--- config.mk ---
export PLATFORM = sky130hd
export DESIGN_NAME = byte_dot_acc
export DESIGN_NICKNAME = d
export VERILOG_FILES = /design/src/rtl/dp_pkg.sv /design/src/rtl/dp_elem_mul.sv /design/src/rtl/dp_lane.sv /design/src/rtl/dp_legal.sv /design/src/rtl/byte_dot_acc.sv
export SDC_FILE = /design/constraint.sdc
export NUM_CORES = 2
export LEC_CHECK = 0
export BUFFER_PORTS_ARGS = -buffer_cell sky130_fd_sc_hd__buf_2
export CAP_MARGIN = 20
export CORE_MARGIN = 2
export CORE_UTILIZATION = 64
export CTS_CLUSTER_SIZE = 30
export DETAILED_ROUTE_END_ITERATION = 10
export GPL_TIMING_DRIVEN = 0
export PLACE_DENSITY = 0.84
export SETUP_SLACK_MARGIN = 0.5
export SYNTH_ARGS = -nofsm -noshare
export SYNTH_HDL_FRONTEND = slang
export SYNTH_SLANG_ARGS = --single-unit
--- constraint.sdc ---
create_clock -name clk -period 1.2 [get_ports clk]
set_clock_uncertainty 0.1 [all_clocks]
set_input_delay 0.24 -clock clk [delete_from_list [all_inputs] [get_ports clk]]
set_output_delay 0.24 -clock clk [all_outputs]
set_load 0.1 [all_outputs]
--- src/rtl/dp_pkg.sv ---
package dp_pkg;

   typedef enum logic {
      DP_SIGNED   = 1'b0,
      DP_UNSIGNED = 1'b1
   } dp_sign_e;

   typedef struct packed {
      logic dst;
      logic srca;
      logic srcb;
   } dp_idx_lsb_t;

   function automatic int unsigned dp_log2up(input int unsigned v);
      int unsigned r;
      r = 0;
      while ((1 << r) < v) r++;
      return r;
   endfunction

endpackage

--- src/rtl/dp_elem_mul.sv ---
module dp_elem_mul #(
   parameter int EW = 8,
   localparam int PW = 2 * EW + 2
) (
   input  logic                 uns,
   input  logic [EW-1:0]        a,
   input  logic [EW-1:0]        b,
   output logic signed [PW-1:0] prod
);
   logic signed [EW:0] ax;
   logic signed [EW:0] bx;

   always_comb begin
      ax = uns ? {1'b0, a} : {a[EW-1], a};
      bx = uns ? {1'b0, b} : {b[EW-1], b};
   end

   assign prod = ax * bx;
endmodule

--- src/rtl/dp_lane.sv ---
module dp_lane #(
   parameter int EW       = 8,
   parameter int NE       = 4,
   parameter int LW       = 32,
   parameter bit PAIR_SUM = 1'b1,
   localparam int PW = 2 * EW + 2,
   localparam int SW = PW + dp_pkg::dp_log2up(NE)
) (
   input  logic             uns,
   input  logic [NE*EW-1:0] a,
   input  logic [NE*EW-1:0] b,
   input  logic [LW-1:0]    acc,
   output logic [LW-1:0]    sum_out
);
   initial begin
      assert (LW > SW) else $error("dp_lane: lane too narrow for dot sum");
      assert (!PAIR_SUM || (NE % 2 == 0)) else $error("dp_lane: pair sum needs even count");
   end

   logic signed [PW-1:0] prod [NE];
   logic signed [SW-1:0] dot;

   for (genvar i = 0; i < NE; i++) begin : g_mul
      dp_elem_mul #(.EW(EW)) u_mul (
         .uns  (uns),
         .a    (a[i*EW +: EW]),
         .b    (b[i*EW +: EW]),
         .prod (prod[i])
      );
   end

   if (PAIR_SUM) begin : g_pair
      localparam int NP = NE / 2;
      logic signed [PW:0] pair [NP];
      for (genvar p = 0; p < NP; p++) begin : g_p
         assign pair[p] = {prod[2*p][PW-1], prod[2*p]} + {prod[2*p+1][PW-1], prod[2*p+1]};
      end
      always_comb begin
         dot = '0;
         for (int p = 0; p < NP; p++) begin
            dot = dot + {{(SW-PW-1){pair[p][PW]}}, pair[p]};
         end
      end
   end else begin : g_chain
      always_comb begin
         dot = '0;
         for (int i = 0; i < NE; i++) begin
            dot = dot + {{(SW-PW){prod[i][PW-1]}}, prod[i]};
         end
      end
   end

   assign sum_out = acc + {{(LW-SW){dot[SW-1]}}, dot};
endmodule

--- src/rtl/dp_legal.sv ---
module dp_legal (
   input  logic                wide,
   input  dp_pkg::dp_idx_lsb_t idx,
   output logic                bad
);
   assign bad = wide & (idx.dst | idx.srca | idx.srcb);
endmodule

--- src/rtl/byte_dot_acc.sv ---
module byte_dot_acc #(
   parameter int ELEM_W    = 8,
   parameter int ELEMS     = 4,
   parameter int HALF_W    = 64,
   parameter int HALVES    = 2,
   parameter bit PAIR_SUM  = 1'b1,
   localparam int LANE_W   = ELEM_W * ELEMS,
   localparam int LPH      = HALF_W / LANE_W,
   localparam int LANES    = LPH * HALVES,
   localparam int VEC_W    = HALF_W * HALVES
) (
   input  logic             clk,
   input  logic             rst_n,
   input  logic             in_valid,
   input  logic             is_unsigned,
   input  logic             wide_mode,
   input  logic             dst_idx_lsb,
   input  logic             srca_idx_lsb,
   input  logic             srcb_idx_lsb,
   input  logic [VEC_W-1:0] src_a,
   input  logic [VEC_W-1:0] src_b,
   input  logic [VEC_W-1:0] acc_in,
   output logic             out_valid,
   output logic             illegal,
   output logic [VEC_W-1:0] result
);
   initial begin
      assert (HALF_W % LANE_W == 0) else $error("byte_dot_acc: half not a lane multiple");
      assert (HALVES == 2) else $error("byte_dot_acc: two halves expected");
   end

   dp_pkg::dp_idx_lsb_t idx;
   logic                bad_c;
   logic [VEC_W-1:0]    next_c;

   assign idx = '{dst: dst_idx_lsb, srca: srca_idx_lsb, srcb: srcb_idx_lsb};

   dp_legal u_legal (
      .wide (wide_mode),
      .idx  (idx),
      .bad  (bad_c)
   );

   for (genvar l = 0; l < LANES; l++) begin : g_lane
      logic [LANE_W-1:0] lane_sum;
      dp_lane #(.EW(ELEM_W), .NE(ELEMS), .LW(LANE_W), .PAIR_SUM(PAIR_SUM)) u_lane (
         .uns     (is_unsigned),
         .a       (src_a[l*LANE_W +: LANE_W]),
         .b       (src_b[l*LANE_W +: LANE_W]),
         .acc     (acc_in[l*LANE_W +: LANE_W]),
         .sum_out (lane_sum)
      );
      if (l < LPH) begin : g_low
         assign next_c[l*LANE_W +: LANE_W] = lane_sum;
      end else begin : g_high
         assign next_c[l*LANE_W +: LANE_W] = wide_mode ? lane_sum : '0;
      end
   end

   always_ff @(posedge clk or negedge rst_n) begin
      if (!rst_n) begin
         out_valid <= 1'b0;
         illegal   <= 1'b0;
         result    <= '0;
      end else begin
         out_valid <= in_valid & ~bad_c;
         illegal   <= in_valid & bad_c;
         if (in_valid && !bad_c) result <= next_c;
      end
   end

   assert_flag_excl_R7: assert property (@(posedge clk) disable iff (!rst_n)
      illegal |-> !out_valid);
   assert_hold_on_illegal_R7: assert property (@(posedge clk) disable iff (!rst_n)
      illegal |-> $stable(result));
   assert_odd_index_refused_R6: assert property (@(posedge clk) disable iff (!rst_n)
      (in_valid && wide_mode && (dst_idx_lsb || srca_idx_lsb || srcb_idx_lsb)) |=> illegal);
   assert_narrow_upper_zero_R4: assert property (@(posedge clk) disable iff (!rst_n)
      (in_valid && !wide_mode) |=> (out_valid && result[VEC_W-1:HALF_W] == '0));
   assert_idle_quiet_R8: assert property (@(posedge clk) disable iff (!rst_n)
      !in_valid |=> (!out_valid && !illegal && $stable(result)));
   assert_narrow_legal_R9: assert property (@(posedge clk) disable iff (!rst_n)
      (in_valid && !wide_mode) |=> !illegal);
endmodule

Word-level counts from Yosys, hierarchy flattened. Cells that the tools add are included.

Register bits after elaboration: 130. Input bits: 392. Output and inout bits: 130. Logic and storage cells: 77.

Add/sub/neg operators: 16. $mul: 16. Multiplexer cells: 34. Bitwise operators: 6. Reduce and logical (&&, ||, !) cells: 2.

Operator list (count): $mul A9 B9 Y18 (16); $mux W9 (32); $add A18 B18 Y19 (8); $add A32 B32 Y32 (4); $add A19 B19 Y20 (4); $mux W32 (2); $and A1 B1 Y1 (3); $or A1 B1 Y1 (2); $logic_and A1 B1 Y1 (1); $logic_not A1 Y1 (1); $not A1 Y1 (1).

Logic depth before layout (Yosys ltp).
Depth in word-level cells: 6. Depth in mapped cells: 39.

By module. A second synthesis with hierarchy kept.

Cell total of the unflattened synthesis: 8063. Area total of the unflattened synthesis: 70164.8 um^2.

By module, submodules not included: dp_elem_mul at g_lane[2].u_lane.g_mul[0].u_mul ... (instances 6, cells each 352, area each 3100.5 um^2, seq. area each 0.0 um^2); dp_elem_mul at g_lane[0].u_lane.g_mul[0].u_mul ... (instances 6, cells each 355, area each 3093.0 um^2, seq. area each 0.0 um^2); dp_lane at g_lane[0].u_lane ... (instances 2, cells each 508, area each 3804.9 um^2, seq. area each 0.0 um^2); dp_elem_mul at g_lane[1].u_lane.g_mul[3].u_mul ... (instances 2, cells each 353, area each 3108.0 um^2, seq. area each 0.0 um^2); byte_dot_acc (instances 1, cells each 409, area each 5509.0 um^2, seq. area each 3253.1 um^2); dp_lane at g_lane[3].u_lane (instances 1, cells each 494, area each 3769.9 um^2, seq. area each 0.0 um^2); dp_lane at g_lane[2].u_lane (instances 1, cells each 488, area each 3669.8 um^2, seq. area each 0.0 um^2); dp_elem_mul at g_lane[0].u_lane.g_mul[1].u_mul (instances 1, cells each 354, area each 3125.5 um^2, seq. area each 0.0 um^2); dp_elem_mul at g_lane[3].u_lane.g_mul[2].u_mul (instances 1, cells each 353, area each 3095.5 um^2, seq. area each 0.0 um^2); dp_legal (instances 1, cells each 1, area each 8.8 um^2, seq. area each 0.0 um^2).

Worst setup path before layout. Ideal clock, no wire load.

Kind: input to register. From: input port is_unsigned. To: register result[30]. Setup time: 0.069 ns. Data arrival time: 9.464 ns. Path slack: -8.432 ns. Cell stages on the path: 36. Path buffers: 2. Cells stage by stage: clkbuf_1 -> clkbuf_1 -> nor2b_1 -> nand2_1 -> inv_1 -> fa_1 -> inv_1 -> fa_1 -> fa_1 -> inv_1 -> fa_1 -> inv_1 -> fa_1 -> inv_1 -> fa_1 -> fa_1 -> inv_1 -> fa_1 -> inv_1 -> ha_1 -> nand3_1 -> a211o_1 -> a31oi_1 -> a41oi_1 -> mux2i_1 -> a2111oi_2 -> ha_1 -> a21o_1 -> a21oi_1 -> o21ai_0 -> inv_1 -> o31a_1 -> o31a_2 -> o31ai_2 -> or4_1 -> nand3_1.

Longest elaborated chain between the ends: 5.

Ends and longest elaborated chain: from (decl) (RTL line byte_dot_acc.sv:15) `input logic is_unsigned,`; $mux W9, on equally long branches (RTL line dp_elem_mul.sv:14, dp_elem_mul.sv:15); $mul A9 B9 Y18 (RTL line dp_elem_mul.sv:18) `assign prod = ax * bx;`; $add A18 B18 Y19 (RTL line dp_lane.sv:36) `assign pair[p] = {prod[2*p][PW-1], prod[2*p]} + {prod[2*p+1][PW-1], prod[2*p+1]};`; $add A19 B19 Y20 (*) (RTL line dp_lane.sv:41) `dot = dot + {{(SW-PW-1){pair[p][PW]}}, pair[p]};`; $add A32 B32 Y32 (*) (RTL line dp_lane.sv:53) `assign sum_out = acc + {{(LW-SW){dot[SW-1]}}, dot};`; to (signal assigned) (RTL line byte_dot_acc.sv:68) `if (in_valid && !bad_c) result <= next_c;`; to (decl) (RTL line byte_dot_acc.sv:25) `output logic [VEC_W-1:0] result`.

Every way passes the cells marked *; elsewhere a longest branch is shown, timed or not. A chain may end at the register's enable or synchronous reset.

Worst setup path after layout.
From: input port is_unsigned. To: register result[29].

The elaborated chain is that of the path after synthesis.

==> results.txt <==
----------------------------------------------------
[Worst setup path]
  Setup crit start ... is_unsigned
  Minimum setup slack among reg-to-reg paths ... 110 ps
  R2R Path Start ... result[30]$_DFFE_PN0P_
  Crit-path max FO ... 7
  Sort of element at the end of the critical path ... flop
  Most used cell, CP ... fa_1
  Kind of critical path ... input port to flop
  Stage delay of the slowest cell on the critical path ... 620 ps
  Critical Path End ... result[29]$_DFFE_PN0P_
  Crit start category ... input port
  Worst Path Arrival ... 9140 ps
  Crit path max-delay cell type ... fa_2
  Required time reported for the critical path endpoint ... between 1000 and 1500 ps
  Reg2Reg Capture Point ... result[30]$_DFFE_PN0P_
  Logic depth of the worst register-to-register path ... 4

[Floorplanning]
  Overall die height ... 319 um
  Die width ... about 320 um
  Effective utilization at floorplan ... ~65%
  # IOs ... 522
  Core Footprint ... 98400 sq um
  Total Die Area ... 102000 sq um
  Row cnt ... 115

[Clocking]
  Clock tree from TritonCTS ... yes
  Clock root buffer ... clkbuf_16
  Inserted Clock Buffers ... 17
  Clk slew on worst S/H paths ... 70 ps
  CTS max path bufs ... 2
  Maximum level of the CTS H-tree ... 4
  Clock sink total ... 130
  Clock latency at the later pin of the worst-skew pair ... around 470 ps

[STA]
  Fin Hold WS ... -404 ps
  Setup violators final ... 259
  Max transition margin ... between 10% and 20%
  Final period demand of the worst path ... 8900 ps
  Setup slack after layout ... -7700 ps
  Count of final hold-check violations ... 48
  Unrepaired setup endpoints after global routing ... yes
  Maximum operating frequency ... 112 MHz
  Actual slew at the worst max-slew pin ... 1210 ps
  Max-slew violation count ... 0
  Final worst-path cycle share ... 742%

[Placement]
  Routability congestion estimate ... between 0.9 and 1
  Placed wire-length estimate ... 159000 um
  Number of port buffers ... 376
  Placed Instance Area ... about 70000 sq um

[Synth]
  Ys flop type ... dfrtp_1
  Number of enable flip-flop cells after synthesis ... 0
  Post-synthesis sequential area ratio ... under 10%
  Main combinational cell family by area after synthesis ... adder cells
  Per-instance average area after synthesis ... between 9 and 10 sq um
  Portion of netlist area occupied by mux cells ... less than 1%
  Fraction of synthesis flops using an asynchronous set or reset pin ... 100%
  Count of warnings emitted by yosys ... 0
  Xor and xnor area share after synthesis ... about 3.0%
  Synthesized-area fraction occupied by ao, oa, aoi and oai cells ... between 6 and 7%
  Synth Instances ... 6851
  Flops & latches, synth ... 130
  Net count of the mapped netlist ... 9355
  Synth Area in Simple Gates ... roughly 14%
  Number of library cell types mapped by synthesis ... between 80 and 90
  Adder-cell share of the synthesized area ... between 60% and 70%
  Syn Std Cell Area ... between 60000 and 70000 sq um

[Detailed routing]
  Routed wire length ... 191000 um
  Drt wl/cell ... 21.6 um
  DRC marker count from the first detailed-route iteration ... about 4000
  Drt via density ... 5.67
  Overall via count from detail_route ... 50201
  Number of iterations in the first detailed-routing pass ... 7
  Number of design rule violations left after detail routing ... 0
  Remaining antenna violation count after routing ... 0

[GRT]
  Overflow left after global routing ... 0
  Via count of the first global-routing pass ... 54954
  Largest net degree at the start of global routing ... 84
  Initial antenna violation count ... 51
  Total routing usage reported by global routing ... 38.1%
  Wire length of the first global-routing pass ... between 200000 and 300000 um

[Layout]
  Post-layout instance area ... approximately 76000 sq um
  Total area of multi-input combinational cells ... approximately 57000 sq um
  Fraction of final layout cells sized beyond drive strength 1 ... 22.4%
  FF+latch area ... 3740 sq um
  Commonest cells after routing, fill and taps aside ... inv_1, fa_1, nand2_1, and2_1, ha_1
  Number of filler instances in the final layout ... 6295
  Growth of design area from synthesis to finish ... 20.2%
  Nets ... ~10000
  Most common cell after layout, fill and taps aside ... inv_1

[Outcome]
  Outcome ... complete, but fails checks
  Violated checks ... negative hold slack, negative setup slack

[Job]
  # Max-Cap Violations ... 0

[Hold path]
  Path type of the worst min-delay path ... input port to async pin

----------------------------------------------------
[how the worst min path moves through the flow]
stage	endpoint	slack (ps)	cells past startpoint
after global routing	result[103]$_DFFE_PN0P_	-380	1
after floorplan	illegal$_DFF_PN0_	-160	0
final	result[103]$_DFFE_PN0P_	-400	1
after detailed placement	result[102]$_DFFE_PN0P_	110	1
after global placement	illegal$_DFF_PN0_	380	3
after CTS	result[102]$_DFFE_PN0P_	-400	1
[synthesized netlist by cell type (15+ instances only)]
cell type,instances,area share (%)
a21o_1,65,0.77
a21oi_1,123,0.97
and2_1,484,4.8
and3_1,19,0.19
clkbuf_1,212,1.3
dfrtp_1,130,5.1
fa_1,1574,50
ha_1,538,11
inv_1,1801,11
nand2_1,867,5.1
nand2b_1,115,1.1
nand3_1,32,0.25
nor2_1,125,0.74
nor2b_1,60,0.59
nor3_1,33,0.26
o21a_1,38,0.45
o21ai_0,142,1.1
o21ai_1,15,0.12
o21bai_1,20,0.24
o31ai_1,29,0.34
xnor2_1,154,2.1
xor2_1,63,0.87
[per-layer routing]
metal,vias up,global-route usage [%],share of wire (%)
li1,21496,-,-
met1,25595,48.7,36
met2,2424,62.5,48
met3,648,8.47,9.8
met4,38,17.4,5.7
met5,-,0,0.12
[final cells by class]
class,instances,share of cell area (%)
Antenna cell,28,0.0917
Buffer,217,2.56
Clock buffer,18,0.561
Clock inverter,14,0.219
Inverter,1801,8.86
Multi-Input combinational cell,4704,74.8
Sequential cell,130,4.89
Tap cell,1287,2.11
Timing Repair Buffer,650,5.95
[registers in the layout (all words and copies together) (netlist names)]
| name | flops |
|---|---|
| out_valid | 1 |
| result | 128 |
| illegal | 1 |
[through the flow]
stage	utilization (%)	hold slack (ps)	worst slack [ps]	TNS, ps	cells
5_1_grt	77.7	-376	-8000	-865350	8839
4_1_cts	75.7	-398	-7560	-823750	8739
6_report	77.7	-404	-7700	-836750	8849
2_1_floorplan	-	-156	-7400	-725480	6851
3_5_place_dp	72.0	107	-9290	-893210	8517
3_3_place_gp	72.0	379	-9170	-1231580	8514
[logic make-up after synthesis]
family / after synthesis
buf+inv: 2018
fa+ha+maj: 2112
flops: 130
compound gates: 573
simple gates: 1795
mux: 5
xor+xnor: 218
[critical path: cells and delay by family]
| kind | cells | cell delay, ps |
|---|---|---|
| AOI/OAI and AO/OA | 11 | 2050 |
| buffers and inverters | 8 | 1020 |
| adders and majority gates | 10 | 4830 |
| and+or+nand+nor | 4 | 740 |
| xor gates and xnor gates | 1 | 230 |
[timing repair]
| item | in CTS | in global routing |
|---|---|---|
| setup endpoints to repair | 311 | 342 |
| cloned | 3 | 0 |
| pin swaps | 271 | 192 |
| gates resized for setup | 369 | 330 |
| setup buffers | 187 | 82 |
| hold endpoints to repair | 49 | 48 |
Power is not shown: default switching activity piles up to over one toggle a cycle in this logic, so the estimate is an artifact.
